`src/rtl/bpx_pkg.sv`:
```
package bpx_pkg;
  // Field layout of the partition-config byte
  localparam int ACC_LSB = 0;
  localparam int ACC_W   = 3;
  localparam int EN_LSB  = 3;
  localparam int EN_W    = 3;

  // Access field codes
  localparam logic [ACC_W-1:0] ACC_USER  = 3'd0;
  localparam logic [ACC_W-1:0] ACC_BOOTA = 3'd1;
  localparam logic [ACC_W-1:0] ACC_BOOTB = 3'd2;

  // Offset selection, expressed in boot-region units
  typedef enum logic [1:0] {
    OFS_ZERO = 2'd0,
    OFS_ONE  = 2'd1,
    OFS_TWO  = 2'd2,
    OFS_BAD  = 2'd3
  } ofs_kind_e;
endpackage

```
`src/rtl/bpx_cfg_decode.sv`:
```
module bpx_cfg_decode
  import bpx_pkg::*;
#(
  parameter int BSIZE_W = 16
) (
  input  logic               mmc_mode,
  input  logic [7:0]         part_cfg,
  input  logic [BSIZE_W-1:0] boot_size,
  output ofs_kind_e          kind
);
  logic [EN_W-1:0]  en_fld;
  logic [ACC_W-1:0] acc_fld;

  assign en_fld  = part_cfg[EN_LSB +: EN_W];
  assign acc_fld = part_cfg[ACC_LSB +: ACC_W];

  always_comb begin
    if (!mmc_mode || (boot_size == '0)) begin
      kind = OFS_ZERO;
    end else if (en_fld == '0) begin
      kind = OFS_ZERO;
    end else begin
      case (acc_fld)
        ACC_USER:  kind = OFS_TWO;
        ACC_BOOTA: kind = OFS_ZERO;
        ACC_BOOTB: kind = OFS_ONE;
        default:   kind = OFS_BAD;
      endcase
    end
  end
endmodule

```
`src/rtl/bpx_offset_gen.sv`:
```
module bpx_offset_gen
  import bpx_pkg::*;
#(
  parameter int BSIZE_W = 16,
  parameter int PHY_W   = 33
) (
  input  ofs_kind_e          kind,
  input  logic [BSIZE_W-1:0] boot_size,
  output logic [PHY_W-1:0]   offset,
  output logic               illegal
);
  localparam int PAD1 = PHY_W - BSIZE_W;
  localparam int PAD2 = PHY_W - BSIZE_W - 1;

  logic [PHY_W-1:0] one_sz;
  logic [PHY_W-1:0] two_sz;

  assign one_sz = {{PAD1{1'b0}}, boot_size};
  assign two_sz = {{PAD2{1'b0}}, boot_size, 1'b0};

  always_comb begin
    offset  = '0;
    illegal = 1'b0;
    case (kind)
      OFS_ONE: offset  = one_sz;
      OFS_TWO: offset  = two_sz;
      OFS_BAD: illegal = 1'b1;
      default: offset  = '0;
    endcase
  end
endmodule

```
`src/rtl/bpx_out_stage.sv`:
```
module bpx_out_stage #(
  parameter int DW = 8
) (
  input  logic          clk,
  input  logic          rst_n,
  input  logic          in_valid,
  output logic          in_ready,
  input  logic [DW-1:0] in_data,
  output logic          out_valid,
  input  logic          out_ready,
  output logic [DW-1:0] out_data
);
  logic          vld_q;
  logic [DW-1:0] dat_q;

  assign in_ready  = !vld_q || out_ready;
  assign out_valid = vld_q;
  assign out_data  = dat_q;

  always_ff @(posedge clk) begin
    if (!rst_n) begin
      vld_q <= 1'b0;
    end else if (in_ready) begin
      vld_q <= in_valid;
    end
  end

  always_ff @(posedge clk) begin
    if (!rst_n) begin
      dat_q <= '0;
    end else if (in_ready && in_valid) begin
      dat_q <= in_data;
    end
  end
endmodule

```
`src/rtl/bpx_user_capacity.sv`:
```
module bpx_user_capacity #(
  parameter int PHY_W = 33
) (
  input  logic             clk,
  input  logic             rst_n,
  input  logic [PHY_W-1:0] store_blocks,
  input  logic [PHY_W-1:0] offset,
  output logic [PHY_W-1:0] user_cap
);
  logic [PHY_W-1:0] cap_q;
  logic [PHY_W-1:0] cap_d;

  assign cap_d    = (store_blocks > offset) ? (store_blocks - offset) : '0;
  assign user_cap = cap_q;

  always_ff @(posedge clk) begin
    if (!rst_n) begin
      cap_q <= cap_d;
    end
  end
endmodule

```
`src/rtl/boot_part_xlate.sv`:
```
module boot_part_xlate
  import bpx_pkg::*;
#(
  parameter int ADDR_W  = 32,
  parameter int BSIZE_W = 16,
  localparam int PHY_W  = ((ADDR_W > BSIZE_W + 1) ? ADDR_W : BSIZE_W + 1) + 1
) (
  input  logic               clk,
  input  logic               rst_n,
  input  logic               mmc_mode,
  input  logic [7:0]         part_cfg,
  input  logic [BSIZE_W-1:0] boot_size,
  input  logic [PHY_W-1:0]   store_blocks,
  input  logic               req_valid,
  output logic               req_ready,
  input  logic [ADDR_W-1:0]  req_addr,
  input  logic               req_write,
  output logic               phy_valid,
  input  logic               phy_ready,
  output logic [PHY_W-1:0]   phy_addr,
  output logic               phy_write,
  output logic               phy_err,
  output logic [PHY_W-1:0]   user_cap
);
  localparam int DW    = PHY_W + 2;
  localparam int APAD  = PHY_W - ADDR_W;

  ofs_kind_e        kind;
  logic [PHY_W-1:0] offset;
  logic             illegal;
  logic [PHY_W-1:0] sum;
  logic [DW-1:0]    st_in;
  logic [DW-1:0]    st_out;

  bpx_cfg_decode #(.BSIZE_W(BSIZE_W)) i_dec (
    .mmc_mode (mmc_mode),
    .part_cfg (part_cfg),
    .boot_size(boot_size),
    .kind     (kind)
  );

  bpx_offset_gen #(.BSIZE_W(BSIZE_W), .PHY_W(PHY_W)) i_ofs (
    .kind     (kind),
    .boot_size(boot_size),
    .offset   (offset),
    .illegal  (illegal)
  );

  assign sum   = {{APAD{1'b0}}, req_addr} + offset;
  assign st_in = {illegal, req_write, sum};

  bpx_out_stage #(.DW(DW)) i_stage (
    .clk      (clk),
    .rst_n    (rst_n),
    .in_valid (req_valid),
    .in_ready (req_ready),
    .in_data  (st_in),
    .out_valid(phy_valid),
    .out_ready(phy_ready),
    .out_data (st_out)
  );

  assign phy_addr  = st_out[PHY_W-1:0];
  assign phy_write = st_out[PHY_W];
  assign phy_err   = st_out[PHY_W+1];

  bpx_user_capacity #(.PHY_W(PHY_W)) i_cap (
    .clk         (clk),
    .rst_n       (rst_n),
    .store_blocks(store_blocks),
    .offset      (offset),
    .user_cap    (user_cap)
  );
endmodule


```
`config.mk`:
```
export PLATFORM = sky130hd
export DESIGN_NAME = boot_part_xlate
export DESIGN_NICKNAME = d
export VERILOG_FILES = /design/src/rtl/bpx_pkg.sv /design/src/rtl/bpx_cfg_decode.sv /design/src/rtl/bpx_offset_gen.sv /design/src/rtl/bpx_out_stage.sv /design/src/rtl/bpx_user_capacity.sv /design/src/rtl/boot_part_xlate.sv
export SDC_FILE = /design/constraint.sdc
export NUM_CORES = 1
export LEC_CHECK = 0
export CORE_MARGIN = 5
export CORE_UTILIZATION = 51
export DETAILED_ROUTE_END_ITERATION = 10
export GPL_TIMING_DRIVEN = 0
export HOLD_SLACK_MARGIN = 0.12
export PLACE_DENSITY_LB_ADDON = 0.1
export SYNTH_ARGS = -nofsm -noshare
export SYNTH_HDL_FRONTEND = slang
export SYNTH_SLANG_ARGS = --single-unit
```
`constraint.sdc`:
```
create_clock -name clk -period 6.9 [get_ports clk]
set_input_delay 1.38 -clock clk [delete_from_list [all_inputs] [get_ports clk]]
set_output_delay 1.38 -clock clk [all_outputs]
set_load 0.02 [all_outputs]
```
# Yosys cells after proc, flatten, opt, wreduce, memory -nomap -nowiden
# Cells that the tools add are included.
# Widths: inputs -> output; s select.
# totals
ff_bits,69
latch_bits,0
ramBits,0
romBits,0
output_inout_bits,70
mem_count,0
# classes
add_sub_neg,2
multipliers,0
n_div,0
magnitude_cmp,1
eq_ne,5
n_shift,0
mux,5
bitwise,0
reduce_logical,8
# ops
cell,n
$pmux 17 s2,1
$add 32x33->33,1
$gt 33x17->1,1
$sub 33x17->33,1
$logic_not 16->1,1
$logic_not 3->1,2
$pmux 2 s3,1
$eq 2x2->1 const B,2
$mux 2,2
$eq 3x1->1 const B,1
$eq 3x2->1 const B,1
$eq 2x1->1 const B,1
$logic_not 1->1,2
$logic_or 1x1->1,2
$logic_and 1x1->1,1
$mux 1,1

# Logic depth before layout (Yosys ltp)
# logic_depth
depth_word,7
ltp_mapped,20

# Hierarchy
# From an unflattened synthesis, not the netlist that was laid out.
# unflattened
cells_unflattened,849
hier_area_um2,7110.6
# by_module_without_submodules
module,n_inst,cells_each,area_per_inst_um2,seq_area_each_um2
bpx_user_capacity,1,348,3224.3,991.0
boot_part_xlate,1,274,1915.6,0.0
bpx_out_stage,1,157,1480.2,720.7
bpx_offset_gen,1,61,415.4,0.0
bpx_cfg_decode,1,9,75.1,0.0

# Worst setup path after synthesis
# Ideal clock, no wire load.
# synth_timing
path_kind,input to register
from,in boot_size[3]
to,"reg i_cap.cap_q[30], in the netlist i_cap.user_cap[30], data pin"
setup_ns,0.255
arrival_time_ns,4.841
path_slack_ns,1.804
path_stages,18
path_cell_list,nor4_1 nand4_1 o311a_1 o21ai_0 inv_1 ha_1 nor2b_1 clkbuf_1 a22oi_1 ha_1 buf_2 and4b_1 nand3_1 or2_2 o31ai_2 nor4_2 xnor2_1 nor2_2
# synth_between
elab_chain_cells,6
elab_cells_between_ends,8
classes_between,add/sub (1); order compare (1); eq/ne (2); mux (2); reduce/logical (2)
# synth_lines
item,line,rtl
"start, declared",boot_part_xlate.sv:12,"input logic [BSIZE_W-1:0] boot_size,"
$logic_not 16->1,bpx_cfg_decode.sv:18,if (!mmc_mode || (boot_size == '0)) begin
$logic_or 1x1->1,bpx_cfg_decode.sv:18,
$mux 2,bpx_cfg_decode.sv:18,
$eq 2x2->1 / $eq 2x1->1 (equally long branches),bpx_offset_gen.sv:24,case (kind)
$pmux 17 s2 *,bpx_offset_gen.sv:24,
$sub 33x17->33 / $gt 33x17->1 (equally long branches),bpx_user_capacity.sv:13,assign cap_d = (store_blocks > offset) ? (store_blocks - offset) : '0;
"end signal, assigned",bpx_user_capacity.sv:18,cap_q <= cap_d;
"end, declared",bpx_user_capacity.sv:10,logic [PHY_W-1:0] cap_q;
# Every way passes the cells marked *; elsewhere a longest branch is shown, timed or not.
# A chain may end at the register's enable or synchronous reset.

# Worst setup path after layout
# layout_timing
from,in boot_size[11]
to,"reg i_cap.cap_q[30], in the netlist i_cap.user_cap[30], data pin"
# The elaborated chain is that of the path after synthesis.

==> run metrics <==
outcome completed; area grow syn2layout 38.7%; switching part of the total power 0.337; chip height 111 um; CTS Hold Bufs 0; fin crit share 0.858; Die ar. 12400 um2; average size of a mapped cell 8.45 um2; worst min path class reg -> reg; slew margin rel. 0.436; first-pass GRT wire length 26800 um; Vias 5452; post-synthesis cell type count 72; site row count 37; synthesized cell area 5250 um2; CP max stage delay 0.59 ns; Worst EP arrival 6.05 ns; WL final 16700 um; Overflow after GRT 0; RSZ-0062 raised after global routing false; Resized Gates After CTS 0; Post-synth ARST share 0; Setup WS pre-CTS 0.671 ns; worst-path fanout max 10; final worst slack 0.980 ns; initial DRC count 429; crit-path cells clkdlybuf4s50_1 -> nor4_1 -> nand4_1 -> o311a_1 -> o21ai_0 -> inv_1 -> ha_1 -> nor2b_1 -> clkbuf_1 -> clkbuf_1 -> a22oi_1 -> ha_1 -> buf_2 -> and4b_1 -> nand3_1 -> or2_2 -> o31ai_2 -> nor4_2 -> xnor2_1 -> nor2_2; Pre-antenna DRT Iters 6; Initial Util 0.515; Die Span X 111 um; IO Count 165; Gate Count Post-Synth 621; critical path endpoint category flop; Final Hold Fails 0; Cell Area, Placed 7060 um2; internal power 916 uW; NumNets Final 929; Setup Fix Bufs, Post-CTS 0; ys flop type dfxtp_1; CTS root buffer clkbuf_8; Worst VDD drop 0.000126 V; Comb pwr share 0.372; Finish-stage setup viols 0; layout cells sized above 1 0.0625; CP Launch Type input port; most common cell in the synthesized netlist a21oi_1; clock latency on the worst-skew pair 0.36 ns; initial antenna violation count 0; Switch Pwr 465 uW; Fmax 0.169 GHz; CTS sink cnt 69; Total GRT Usage 0.267; Max Slew Vio Count 0; pin count of the biggest net entering global routing 37; H-tree depth 3; Buf/Inv on CP 5; antenna-violating nets left 0; final instance area 7280 um2; Seq pwr share 0.361; vias in the first global route 5359; biggest area consumer among synthesized cells edfxtp_1; Worst Path Required 7.03 ns; core area 10200 um2; MaxCap Viol Count 0; Pleak 2.87 nW; via/cell ratio 5.82; drt drc 0; Port Buf Inserts 162; post-synthesis sequential area ratio 0.326; Post-synth EDFFs 33; antenna fix cells 0; post-synth top area share 0.189; Synth top cells by count 64 x a21oi_1, 62 x nor2_1, 48 x nand2_1, 37 x ha_1, 37 x xnor2_1; WL per Instance 17.9 um; Period minus WS final 5.92 ns; clk_skew 0.00700 ns; Net Count, Synth 755; #FFs+latches synth 69; CTS Buf Count 9; CP Class in -> reg; clock power share 0.267; CTS tree built; hpwl dp 13200 um; clk slew on worst S/H paths 0.08 ns; pwr dens 190 nW/um2; RePlAce Congestion 0.945; setup tns final 0 ns; Clock Path Buffers 2; CP delay by family, top simple AND/OR/NAND/NOR gates; top cells by area, synth edfxtp_1 19%, dfxtp_1 14%, ha_1 8.8%, xnor2_1 6.2%, a21oi_1 6.1%; Worst Tran Pin Value 0.824 ns; final total power 1.38 mW; Crit-path slowest cell o31ai_2; YS warnings 0
==> registers in the layout, indices dropped and copies added, names as in the netlist <==
signal and count:
i_stage.out_data 35, i_cap.user_cap 33, i_stage.out_valid 1
==> layer usage <==
metal  vias up  GRT usage  wire (um)
li1       2624          -          -
met1      2548      0.358       7640
met2       255      0.426       7410
met3        25     0.0696       1390
met4         0     0.0787        280
met5         -          0          0
==> stage by stage <==
stage | cells | util | hold slack, ns
6_report | 936 | 0.714 | 0.455
2_1_floorplan | 621 | - | 0.530
4_1_cts | 936 | 0.714 | 0.458
3_3_place_gp | 919 | 0.691 | 0.443
5_1_grt | 936 | 0.714 | 0.475
3_5_place_dp | 920 | 0.693 | 0.448
==> cell families after synthesis <==
group | Yosys count | share of synthesized area
and+or+nand+nor | 213 | 0.209
AOI/OAI and AO/OA | 192 | 0.235
DFF | 69 | 0.326
buffers and inverters | 56 | 0.0453
xor gates and xnor gates | 47 | 0.0785
adders and majority gates | 39 | 0.0959
muxes | 5 | 0.0100
==> area by class of cell <==
type                    count  area (um2)
plain buffers              26         126
clock buffers              11         163
clock inverters             5        55.1
fillers                   809        2910
inverters                  30         113
multi-input cells         496        3300
flip-flops and latches     69        1710
well taps                 136         170
repair buffers            163        1640
==> power groups by stage <==
| stage | sequential [mW] | clock [mW] | combinational, mW |
|---|---|---|---|
| finish | 0.499 | 0.369 | 0.513 |
| global placement | 0.507 | 0 | 0.499 |
| CTS | 0.499 | 0.375 | 0.511 |
| global route | 0.503 | 0.395 | 0.555 |
| detailed placement | 0.508 | 0 | 0.507 |
| floorplan | 0.564 | 0 | 0.235 |
==> worst paths after layout <==
check	start	end	slack [ns]	depth (start not counted)
max	boot_size[11]	i_cap.user_cap[30]$_SDFFCE_PP0N_	0.98	20
min	i_stage.out_data[33]$_SDFFE_PN0P_	i_stage.out_data[33]$_SDFFE_PN0P_	0.46	2
max reg2reg	i_stage.out_valid$_SDFFE_PN0N_	i_stage.out_data[12]$_SDFFE_PN0P_	5.03	6
min reg2reg	i_stage.out_data[33]$_SDFFE_PN0P_	i_stage.out_data[33]$_SDFFE_PN0P_	0.46	2
==> cell usage in the layout (no fill, tap or decap), drive strengths merged, types with 5 or more instances in the layout <==
cell type,Yosys,layout
xnor2,37,37
nand2,48,48
o21ai,38,38
or2,5,5
nor2b,8,8
nand3,23,23
edfxtp,33,33
a21oi,68,68
nor4,10,10
xor2,10,10
nor3,15,15
clkdlybuf4s50,0,162
o211ai,5,5
a211oi,12,12
o21bai,6,6
inv,30,31
a21o,14,14
ha,37,37
dfxtp,36,36
a22oi,16,16
nand2b,8,8
clkbuf,19,30
or3,6,6
a31oi,5,5
nor2,63,63
buf,7,8
nand4,7,7
==> worst register-to-register path, delay by kind of cell (launching register included) <==
kind	cells	cell delay (ns)
flip-flops	1	0.32
AO/OA/AOI/OAI	1	0.18
AND/OR/NAND/NOR	3	0.49
buffers and inverters	2	0.81
No activity file was read; power rests on OpenSTA's default activity.
